## src/rtl/brd_ctrl_pkg.sv

```systemverilog
package brd_ctrl_pkg;

  localparam int unsigned ADDR_W = 12;
  localparam int unsigned DATA_W = 32;
  localparam int unsigned LED_N  = 2;
  localparam int unsigned WORD_W = ADDR_W - 2;

  localparam logic [WORD_W-1:0] WOFS_LED    = WORD_W'(32'h00 >> 2);
  localparam logic [WORD_W-1:0] WOFS_BTN    = WORD_W'(32'h08 >> 2);
  localparam logic [WORD_W-1:0] WOFS_SLOW   = WORD_W'(32'h10 >> 2);
  localparam logic [WORD_W-1:0] WOFS_FAST   = WORD_W'(32'h14 >> 2);
  localparam logic [WORD_W-1:0] WOFS_EVENT  = WORD_W'(32'h18 >> 2);
  localparam logic [WORD_W-1:0] WOFS_RELOAD = WORD_W'(32'h1C >> 2);
  localparam logic [WORD_W-1:0] WOFS_DOWN   = WORD_W'(32'h20 >> 2);
  localparam logic [WORD_W-1:0] WOFS_CTRL   = WORD_W'(32'h4C >> 2);

  typedef enum logic [3:0] {
    SEL_NONE,
    SEL_LED,
    SEL_BTN,
    SEL_SLOW,
    SEL_FAST,
    SEL_EVENT,
    SEL_RELOAD,
    SEL_DOWN,
    SEL_CTRL
  } reg_sel_e;

  function automatic reg_sel_e decode_word(input logic [WORD_W-1:0] w);
    reg_sel_e s;
    case (w)
      WOFS_LED:    s = SEL_LED;
      WOFS_BTN:    s = SEL_BTN;
      WOFS_SLOW:   s = SEL_SLOW;
      WOFS_FAST:   s = SEL_FAST;
      WOFS_EVENT:  s = SEL_EVENT;
      WOFS_RELOAD: s = SEL_RELOAD;
      WOFS_DOWN:   s = SEL_DOWN;
      WOFS_CTRL:   s = SEL_CTRL;
      default:     s = SEL_NONE;
    endcase
    return s;
  endfunction

endpackage

```

## src/rtl/brd_tick_gen.sv

```systemverilog
module brd_tick_gen #(
  parameter int unsigned DIV = 1
) (
  input  logic clk,
  input  logic rst_n,
  input  logic restart,
  output logic strobe
);

  localparam int unsigned CW = (DIV > 1) ? $clog2(DIV) : 1;
  localparam logic [CW-1:0] LAST = CW'(DIV - 1);

  logic [CW-1:0] phase_q;
  logic [CW-1:0] phase_d;

  assign strobe = (phase_q == LAST);

  always_comb begin
    if (restart || strobe) phase_d = '0;
    else                   phase_d = phase_q + 1'b1;
  end

  always_ff @(posedge clk or negedge rst_n) begin
    if (!rst_n) phase_q <= '0;
    else        phase_q <= phase_d;
  end

endmodule

```

## src/rtl/brd_rate_counter.sv

```systemverilog
module brd_rate_counter
  import brd_ctrl_pkg::*;
#(
  parameter int unsigned DIV = 1
) (
  input  logic              clk,
  input  logic              rst_n,
  input  logic              wr_en,
  input  logic [DATA_W-1:0] wdata,
  output logic [DATA_W-1:0] value
);

  logic              step;
  logic              val_en;
  logic [DATA_W-1:0] val_q;
  logic [DATA_W-1:0] val_d;

  brd_tick_gen #(.DIV(DIV)) u_tick (
    .clk     (clk),
    .rst_n   (rst_n),
    .restart (wr_en),
    .strobe  (step)
  );

  always_comb begin
    val_en = wr_en || step;
    if (wr_en) val_d = wdata;
    else       val_d = val_q + 1'b1;
  end

  always_ff @(posedge clk or negedge rst_n) begin
    if (!rst_n)      val_q <= '0;
    else if (val_en) val_q <= val_d;
  end

  assign value = val_q;

  // without a load, the count moves by at most one per cycle
  a_r7_single_step: assert property (@(posedge clk) disable iff (!rst_n)
    !wr_en |=> (val_q == $past(val_q)) || (val_q == $past(val_q) + 1'b1));

  // a load lands unchanged
  a_r7_load: assert property (@(posedge clk) disable iff (!rst_n)
    wr_en |=> val_q == $past(wdata));

endmodule

```

## src/rtl/brd_prescale_counter.sv

```systemverilog
module brd_prescale_counter
  import brd_ctrl_pkg::*;
#(
  parameter int unsigned DIV = 1
) (
  input  logic              clk,
  input  logic              rst_n,
  input  logic              wr_reload,
  input  logic              wr_down,
  input  logic              wr_event,
  input  logic [DATA_W-1:0] wdata,
  output logic [DATA_W-1:0] reload_val,
  output logic [DATA_W-1:0] down_val,
  output logic [DATA_W-1:0] event_val
);

  logic              tick;
  logic              down_zero;
  logic              reload_en, down_en, event_en;
  logic [DATA_W-1:0] reload_q, reload_d;
  logic [DATA_W-1:0] down_q, down_d;
  logic [DATA_W-1:0] event_q, event_d;

  brd_tick_gen #(.DIV(DIV)) u_tick (
    .clk     (clk),
    .rst_n   (rst_n),
    .restart (1'b0),
    .strobe  (tick)
  );

  assign down_zero = (down_q == '0);

  always_comb begin
    reload_en = wr_reload;
    reload_d  = wdata;

    down_en = wr_down || tick;
    event_en = wr_event || (tick && down_zero);

    if (wr_down)        down_d = wdata;
    else if (down_zero) down_d = reload_q;
    else                down_d = down_q - 1'b1;

    if (wr_event) event_d = wdata;
    else          event_d = event_q + 1'b1;
  end

  always_ff @(posedge clk or negedge rst_n) begin
    if (!rst_n)         reload_q <= '0;
    else if (reload_en) reload_q <= reload_d;
  end

  always_ff @(posedge clk or negedge rst_n) begin
    if (!rst_n)       down_q <= '0;
    else if (down_en) down_q <= down_d;
  end

  always_ff @(posedge clk or negedge rst_n) begin
    if (!rst_n)        event_q <= '0;
    else if (event_en) event_q <= event_d;
  end

  assign reload_val = reload_q;
  assign down_val   = down_q;
  assign event_val  = event_q;

  // expiry reloads the down-counter from the reload register
  a_r8_reload: assert property (@(posedge clk) disable iff (!rst_n)
    (tick && down_zero && !wr_down) |=> down_q == $past(reload_q));

  // expiry bumps the event count
  a_r8_event_bump: assert property (@(posedge clk) disable iff (!rst_n)
    (tick && down_zero && !wr_event) |=> event_q == $past(event_q) + 1'b1);

  // a running down-counter only decrements
  a_r8_decrement: assert property (@(posedge clk) disable iff (!rst_n)
    (tick && !down_zero && !wr_down) |=> down_q == $past(down_q) - 1'b1);

  // a software load beats the tick
  a_r10_event_load: assert property (@(posedge clk) disable iff (!rst_n)
    wr_event |=> event_q == $past(wdata));

endmodule

```

## src/rtl/brd_ctrl_regs.sv

```systemverilog
module brd_ctrl_regs
  import brd_ctrl_pkg::*;
#(
  parameter int unsigned CLK_HZ   = 100_000_000,
  parameter int unsigned PRESC_HZ = 20_000_000
) (
  input  logic              clk,
  input  logic              rst_n,
  input  logic              bus_valid,
  input  logic              bus_write,
  input  logic [ADDR_W-1:0] bus_addr,
  input  logic [DATA_W-1:0] bus_wdata,
  output logic [DATA_W-1:0] bus_rdata,
  output logic [LED_N-1:0]  led_o
);

  localparam int unsigned SLOW_DIV  = (CLK_HZ > 0) ? CLK_HZ : 1;
  localparam int unsigned FAST_DIV  = (CLK_HZ / 100 > 0) ? CLK_HZ / 100 : 1;
  localparam int unsigned PRESC_DIV = (PRESC_HZ > 0 && CLK_HZ / PRESC_HZ > 0)
                                      ? CLK_HZ / PRESC_HZ : 1;
  localparam int unsigned RATE_N = 2;
  localparam int unsigned RATE_DIV [RATE_N] = '{SLOW_DIV, FAST_DIV};

  // reset: asserted at once, released after two clean edges
  logic [1:0] rst_pipe_q;
  logic       rst_sn;

  always_ff @(posedge clk or negedge rst_n) begin
    if (!rst_n) rst_pipe_q <= '0;
    else        rst_pipe_q <= {rst_pipe_q[0], 1'b1};
  end
  assign rst_sn = rst_pipe_q[1];

  // decode
  reg_sel_e   sel;
  logic       wr_any;
  logic [1:0] addr_lane_unused;

  assign addr_lane_unused = bus_addr[1:0];
  assign sel    = decode_word(bus_addr[ADDR_W-1:2]);
  assign wr_any = bus_valid && bus_write;

  // LED register
  logic             led_en;
  logic [LED_N-1:0] led_q, led_d;

  always_comb begin
    led_en = wr_any && (sel == SEL_LED);
    led_d  = bus_wdata[LED_N-1:0];
  end

  always_ff @(posedge clk or negedge rst_sn) begin
    if (!rst_sn)     led_q <= '0;
    else if (led_en) led_q <= led_d;
  end

  assign led_o = led_q;

  // control word
  logic              ctrl_en;
  logic [DATA_W-1:0] ctrl_q, ctrl_d;

  always_comb begin
    ctrl_en = wr_any && (sel == SEL_CTRL);
    ctrl_d  = bus_wdata;
  end

  always_ff @(posedge clk or negedge rst_sn) begin
    if (!rst_sn)      ctrl_q <= '0;
    else if (ctrl_en) ctrl_q <= ctrl_d;
  end

  // seconds counters: index 0 slow, index 1 fast
  logic [DATA_W-1:0] rate_val [RATE_N];
  logic [RATE_N-1:0] rate_wr;

  assign rate_wr[0] = wr_any && (sel == SEL_SLOW);
  assign rate_wr[1] = wr_any && (sel == SEL_FAST);

  for (genvar g = 0; g < RATE_N; g++) begin : g_rate
    brd_rate_counter #(.DIV(RATE_DIV[g])) u_rate (
      .clk   (clk),
      .rst_n (rst_sn),
      .wr_en (rate_wr[g]),
      .wdata (bus_wdata),
      .value (rate_val[g])
    );
  end

  // prescaled event counter
  logic [DATA_W-1:0] reload_val, down_val, event_val;

  brd_prescale_counter #(.DIV(PRESC_DIV)) u_presc (
    .clk        (clk),
    .rst_n      (rst_sn),
    .wr_reload  (wr_any && (sel == SEL_RELOAD)),
    .wr_down    (wr_any && (sel == SEL_DOWN)),
    .wr_event   (wr_any && (sel == SEL_EVENT)),
    .wdata      (bus_wdata),
    .reload_val (reload_val),
    .down_val   (down_val),
    .event_val  (event_val)
  );

  // read mux
  always_comb begin
    bus_rdata = '0;
    if (bus_valid && !bus_write) begin
      case (sel)
        SEL_LED:    bus_rdata = DATA_W'(led_q);
        SEL_SLOW:   bus_rdata = rate_val[0];
        SEL_FAST:   bus_rdata = rate_val[1];
        SEL_EVENT:  bus_rdata = event_val;
        SEL_RELOAD: bus_rdata = reload_val;
        SEL_DOWN:   bus_rdata = down_val;
        SEL_CTRL:   bus_rdata = ctrl_q;
        default:    bus_rdata = '0;
      endcase
    end
  end

  // LED pins follow the two low bits of a write
  a_r2_led_follow: assert property (@(posedge clk) disable iff (!rst_sn)
    (bus_valid && bus_write && sel == SEL_LED) |=> led_o == $past(bus_wdata[1:0]));

  // LED pins hold without an LED write
  a_r5_led_hold: assert property (@(posedge clk) disable iff (!rst_sn)
    !(bus_valid && bus_write && sel == SEL_LED) |=> $stable(led_o));

  // button reads as zero
  a_r3_button_zero: assert property (@(posedge clk) disable iff (!rst_sn)
    (bus_valid && !bus_write && sel == SEL_BTN) |-> bus_rdata == '0);

  // unmapped reads return zero
  a_r5_unmapped_zero: assert property (@(posedge clk) disable iff (!rst_sn)
    (bus_valid && !bus_write && sel == SEL_NONE) |-> bus_rdata == '0);

  // the control word changes only when written
  a_r4_ctrl_hold: assert property (@(posedge clk) disable iff (!rst_sn)
    !(bus_valid && bus_write && sel == SEL_CTRL) |=> $stable(ctrl_q));

endmodule

```

## config.mk

```make
export PLATFORM = sky130hd
export DESIGN_NAME = brd_ctrl_regs
export DESIGN_NICKNAME = d
export VERILOG_FILES = /design/src/rtl/brd_ctrl_pkg.sv /design/src/rtl/brd_tick_gen.sv /design/src/rtl/brd_rate_counter.sv /design/src/rtl/brd_prescale_counter.sv /design/src/rtl/brd_ctrl_regs.sv
export SDC_FILE = /design/constraint.sdc
export NUM_CORES = 1
export LEC_CHECK = 0
export BUFFER_PORTS_ARGS = -buffer_cell sky130_fd_sc_hd__buf_2
export CAP_MARGIN = 20
export CORE_ASPECT_RATIO = 1.4
export CORE_MARGIN = 4
export CORE_UTILIZATION = 46
export CTS_BUF_LIST = sky130_fd_sc_hd__clkbuf_2 sky130_fd_sc_hd__clkbuf_4 sky130_fd_sc_hd__clkbuf_8
export DETAILED_ROUTE_END_ITERATION = 12
export PLACE_DENSITY = 0.65
export SKIP_LAST_GASP = 1
export SLEW_MARGIN = 15
export SYNTH_ARGS = -nofsm -noshare
export SYNTH_HDL_FRONTEND = slang
export SYNTH_SLANG_ARGS = --single-unit
export TNS_END_PERCENT = 20
```

## constraint.sdc

```tcl
create_clock -name clk -period 6.7 [get_ports clk]
set_input_delay 0.67 -clock clk [delete_from_list [all_inputs] [get_ports clk]]
set_output_delay 0.67 -clock clk [all_outputs]
set_load 0.03 [all_outputs]
```

Yosys cells after proc, flatten, opt, wreduce, memory -nomap -nowiden
Memories as Yosys holds them, arrays and structs flattened.
Cells that the tools add are included.
{"block": "op_classes", "add_sub_neg": 7, "multipliers": 0, "div_mod_pow": 0, "n_lt_le_gt_ge": 0, "n_eq_ne": 10, "n_shift": 0, "n_mux": 11, "n_bitwise": 0, "reduce_logical": 17}
{"operator": "case mux 32 bit (7 select lines)", "n": 1}
{"operator": "two-way mux 32 bit", "n": 6}
{"operator": "adder 32 x 1 -> 32 bit (second input constant)", "n": 3}
{"operator": "logical NOT 32 bit", "n": 1}
{"operator": "subtractor 32 x 1 -> 32 bit (second input constant)", "n": 1}
{"operator": "adder 27 x 1 -> 27 bit (second input constant)", "n": 1}
{"operator": "equality test 27 bit (second input constant)", "n": 1}
{"operator": "two-way mux 27 bit", "n": 1}
{"operator": "adder 20 x 1 -> 20 bit (second input constant)", "n": 1}
{"operator": "equality test 20 bit (second input constant)", "n": 1}
{"operator": "two-way mux 20 bit", "n": 1}
{"operator": "equality test 4 x 3 -> 1 bit (second input constant)", "n": 4}
{"operator": "logical AND 1 bit", "n": 10}
{"operator": "logical NOT 5 bit", "n": 1}
{"operator": "equality test 4 x 1 -> 1 bit (second input constant)", "n": 1}
{"operator": "equality test 4 x 2 -> 1 bit (second input constant)", "n": 1}
{"operator": "equality test 4 bit (second input constant)", "n": 1}
{"operator": "logical OR 1 bit", "n": 4}
{"operator": "two-way mux 4 bit", "n": 1}
{"operator": "adder 3 x 1 -> 3 bit (second input constant)", "n": 1}
{"operator": "equality test 3 bit (second input constant)", "n": 1}
{"operator": "two-way mux 3 bit", "n": 1}
{"operator": "logical NOT 1 bit", "n": 1}
{"block": "word_totals", "register_bits": 246, "latch_bits": 0, "ramBits": 0, "mem_bits_ro": 128, "out_inout_bits": 34, "wordCells": 57, "mem_count": 1}
{"name": "(no name shown)", "depth": 32, "word_bits": 4, "rd": 1, "rd_clocked_by_memory_dff": 0, "write_ports": 0, "line": "brd_ctrl_pkg.sv:31", "source": "case (w)"}

Depth between registers and ports, before layout
{"block": "depth", "word_depth": 6, "mapped_depth": 11, "depth_no_buf": 8}

Modules after synthesis
Synthesis repeated with hierarchy kept, for this count alone.
{"block": "hier_totals", "cells_unflattened": 1623, "area_unflattened_um2": 15195.8}
{"module": "brd_prescale_counter", "n_inst": 1, "cells_per_inst": 600, "area_each_um2": 5595.4, "seq_area_each_um2": 2402.3}
{"module": "brd_rate_counter", "n_inst": 2, "cells_per_inst": 219, "area_each_um2": 1966.9, "seq_area_each_um2": 800.8}
{"module": "brd_ctrl_regs", "n_inst": 1, "cells_per_inst": 316, "area_each_um2": 3078.0, "seq_area_each_um2": 900.9}
{"module": "brd_tick_gen at g_rate[0].u_rate.u_tick", "n_inst": 1, "cells_per_inst": 151, "area_each_um2": 1417.6, "seq_area_each_um2": 675.6}
{"module": "brd_tick_gen at g_rate[1].u_rate.u_tick", "n_inst": 1, "cells_per_inst": 105, "area_each_um2": 1021.0, "seq_area_each_um2": 500.5}
{"module": "brd_tick_gen at u_presc.u_tick", "n_inst": 1, "cells_per_inst": 13, "area_each_um2": 150.1, "seq_area_each_um2": 75.1}

Least setup slack after synthesis
No wires, ideal clock.
{"block": "synth_timing", "kind": "input port to output port", "start": "input bus_addr[2]", "end": "output bus_rdata[0]", "arrival_ns": 3.204, "required_ns": 6.030, "slack_ns": 2.826, "cell_stages": 9, "path_cell_list": "inv_1 -> ha_1 -> nand2b_1 -> a2111oi_0 -> and2_0 -> clkbuf_1 -> clkbuf_1 -> a32oi_1 -> a21oi_1"}
{"block": "synth_between", "elab_chain_cells": 5}
{"item": "start, declared", "line": "brd_ctrl_regs.sv:11", "source": "input logic [ADDR_W-1:0] bus_addr,"}
{"item": "memory read (32 x 4 bit) (*)"}
{"item": "two-way mux 4 bit (*)", "line": "brd_ctrl_pkg.sv:31"}
{"item": "equality test 4 bit, or another cell as far along", "line": "brd_ctrl_regs.sv:109", "source": "case (sel)"}
{"item": "case mux 32 bit (7 select lines) (*)", "line": "brd_ctrl_regs.sv:109"}
{"item": "two-way mux 32 bit (*)", "line": "brd_ctrl_regs.sv:108", "source": "if (bus_valid && !bus_write) begin"}
{"item": "end, declared", "line": "brd_ctrl_regs.sv:13", "source": "output logic [DATA_W-1:0] bus_rdata,"}
Mark *: on every way between the ends. The rest lies on a longest branch, timed or not.

Final worst setup path
{"block": "layout_timing", "start": "input bus_addr[2]", "end": "output bus_rdata[22]"}
Same word-level chain as after synthesis.

==> impl_metrics.ini <==
[power_and_ir_drop]
irDropWorstVdd_uv = 114
powerDensity_mw_per_mm2 = 224
p_leak_nw = 6.45

[timing]
min_period_ns = 4.53
timing.final.crit_share_pct = 67.7
fmax_mhz = 221
rsz0062_at_grt = no
hold_ws_ns = 0.351
finalSetupViolCount = 0
hold_violations = 0
tns_ns = 0
slew_headroom_pct = 38.6
worst_pin_slew_ns = 0.921
slew_violations = 0
finClkSkew_ns = 0.0235

[die]
ioPinCount = 82
coreArea_sq_mm = 0.0300
die_x_microns = 156
fp.dieArea_sq_mm = 0.0335
start_util_pct = 46.8
die_height_microns = 215
rows = 75

[route]
vias = 12206
drt-total-wl_mm = 41.8
viasPerCell = 6.08
wl_per_cell_microns = 20.8
antenna_left = 0
drc = 0
drtPass1Iterations = 6
drt-initial-drc-count = 1129

[global_routing]
grt-ovfl-total = 0
grt_pass1_vias = 12311
track_usage_pct = 24.8
grt_antenna_before_repair = 0
grt_max_degree = 131
grt_pass1_wl_mm = 67.2

[worst_setup_path]
max_stage_delay_ns = 0.74
critPathLaunchType = input pin
reg2reg_depth = 6
worstPathArrival_ns = 3.86
path_cells = buf_2 > inv_1 > ha_1 > or2_2 > a21oi_1 > a311oi_1 > o21ai_0 > a211o_1 > buf_4 > a21oi_1 > buf_2
critPathTopFamily = compound AO/OA/AOI/OAI gates
timing.rr.end = u_presc.event_val[24]$_DFFE_PN0P_
worstSetupEndpointType = primary output
r2r_start = u_presc.down_val[7]$_DFFE_PN0P_
cp_slowest_cell = a21oi_1
critPathMaxFanout = 17
cp.required_ns = 6.03
regToRegSetupSlack_ns = 2.80
critPathBufInv = 4
critical_path_class = in2out

[logic_synthesis]
yosysMostFrequentCell = dfrtp_1
synthCells = 1535
async_reset_ff_share_pct = 100
synth.net_count = 1596
ys.flop_type = dfrtp_1
yosysWarnings = 0
synth.distinct_cells = 67
ys_seq_area_share_pct = 43.8
ys_ff_latch = 246
synth_edf_count = 0
synth.avg_cell_area_sq_um = 9.16
yosysTopAreaCellShare_pct = 43.8
yosys.area.top_type = dfrtp_1
synth_area_sq_mm = 0.0141
synthTopCellsByCount = dfrtp_1, nor2_1, a21oi_1
synth_area_leaders = dfrtp_1, nor2_1, a21oi_1

[job]
cap_violations = 0

[clocking]
numCtsBuffers = 43
cts_hold_buf = 1
clk_pin_slew_ns = 0.05
clock-sinks = 246
cts_tree = yes
clkLatencyLatePin_ns = 0.56
clockBufferDepth = 3
cts-resized-gates = 0
htreeDepth = 2
cts_root_buffer = clkbuf_8
postCtsSetupBuffers = 0

[cells_and_area]
num-fill-cells = 2807
drive_gt1_share_pct = 17.2
area_delta_synth_final_pct = 12.6
nets = 1651

[hold_path]
holdPathEnd = rst_pipe_q[1]$_DFF_PN0_
hold_class = reg2reg
min_from = rst_pipe_q[0]$_DFF_PN0_
holdPathStages = 0

[place]
port_buffers = 79
dp_hpwl_mm = 27.7
gp_congestion = 0.913

[status]
status = complete, no violations
==> metrics by stage <==
step | setup WS (ns) | std cells | utilization [%] | power (mW) | cell area [sq um]
2_1_floorplan | 2.66 | 1535 | - | 1.88 | 14100
3_5_place_dp | 2.21 | 1929 | 49.4 | 1.99 | 14800
6_report | 2.17 | 2006 | 52.7 | 3.54 | 15800
3_3_place_gp | 2.25 | 1928 | 49.3 | 1.98 | 14800
4_1_cts | 2.20 | 2005 | 52.7 | 3.57 | 15800
5_1_grt | 1.88 | 2005 | 52.7 | 3.70 | 15800
==> cells in the final DEF (no fill, tap or decap), drive strengths merged, types with 12 or more instances in the layout <==
master,instances
ha,13
clkbuf,69
xnor2,83
buf,104
a222oi,30
inv,26
nor2,222
nand4,42
nand2,79
a22oi,30
nor4,30
a21oi,165
mux2,68
xor2,67
or4,15
and3,31
nor3,43
nand3,60
a2bb2oi,33
dfrtp,246
o22ai,12
o21ai,32
==> final cells by class <==
class	count	area (sq um)	area share, %
Inverter	26	97.6	0.617
Sequential cell	246	6160	38.9
Timing Repair Buffer	106	616	3.89
Antenna cell	1	2.50	0.0158
Clock inverter	6	108	0.680
Multi-Input combinational cell	1167	7480	47.3
Clock buffer	69	875	5.53
Tap cell	385	482	3.04
==> worst reg2reg max path, stage by stage, from the launching register on <==
cell and delay, ns:
dfrtp_1 0.46, or4_1 0.69, nor4_1 0.83, nand4_1 0.91, nor4_1 0.60, xnor2_1 0.17, a21oi_1 0.08
==> kinds of logic (layout without fill, tap and decap cells) <==
family                     count (synthesis)  after routing  share of synthesized area (%)
AOI/OAI and AO/OA                        340            340                           15.5
and+or+nand+nor                          589            589                           20.9
buffers and inverters                    122            207                           3.39
adders and majority gates                 13             13                           1.16
muxes                                     74             74                           5.88
DFF                                      246            246                           43.8
xor gates and xnor gates                 150            150                           9.35
other                                      1              2                         0.0267
==> report_power, final <==
| part | leakage, nW | switching [mW] | total (mW) | internal [mW] |
|---|---|---|---|---|
| combinational | 3.14 | 0.166 | 0.292 | 0.126 |
| clock | 0.515 | 0.633 | 1.57 | 0.939 |
| sequential | 2.80 | 0.117 | 1.68 | 1.56 |
| total | 6.45 | 0.916 | 3.54 | 2.63 |
==> sequential cells by signal (all words and copies together), names as in the netlist <==
signal and count:
ctrl_q 32, g_rate.u_rate.u_tick.phase_q 47, g_rate.u_rate.value 64, led_o 2, rst_pipe_q 2, u_presc.down_val 32, u_presc.event_val 32, u_presc.reload_val 32
u_presc.u_tick.phase_q 3
==> routing by layer <==
metal / up-vias / share of wire, % / GRT usage (%)
li1: 5691 / - / -
met1: 6042 / 41 / 31.3
met2: 375 / 51 / 42.7
met3: 98 / 5.2 / 3.54
met4: 0 / 3.4 / 9.61
met5: - / 0 / 0
==> how the worst max path moves through the flow <==
stage	startpoint	endpoint	slack, ns	depth (start not counted)
after detailed placement	bus_addr[2]	bus_rdata[30]	2.21	11
after global routing	bus_addr[2]	bus_rdata[22]	1.88	11
after floorplan	rst_pipe_q[1]$_DFF_PN0_	ctrl_q[0]$_DFFE_PN0P_	2.66	0
final	bus_addr[2]	bus_rdata[22]	2.17	11
after global placement	bus_addr[2]	bus_rdata[30]	2.25	11
after CTS	bus_addr[2]	bus_rdata[30]	2.20	11
Note: power is estimated with default switching activity, not from simulation.
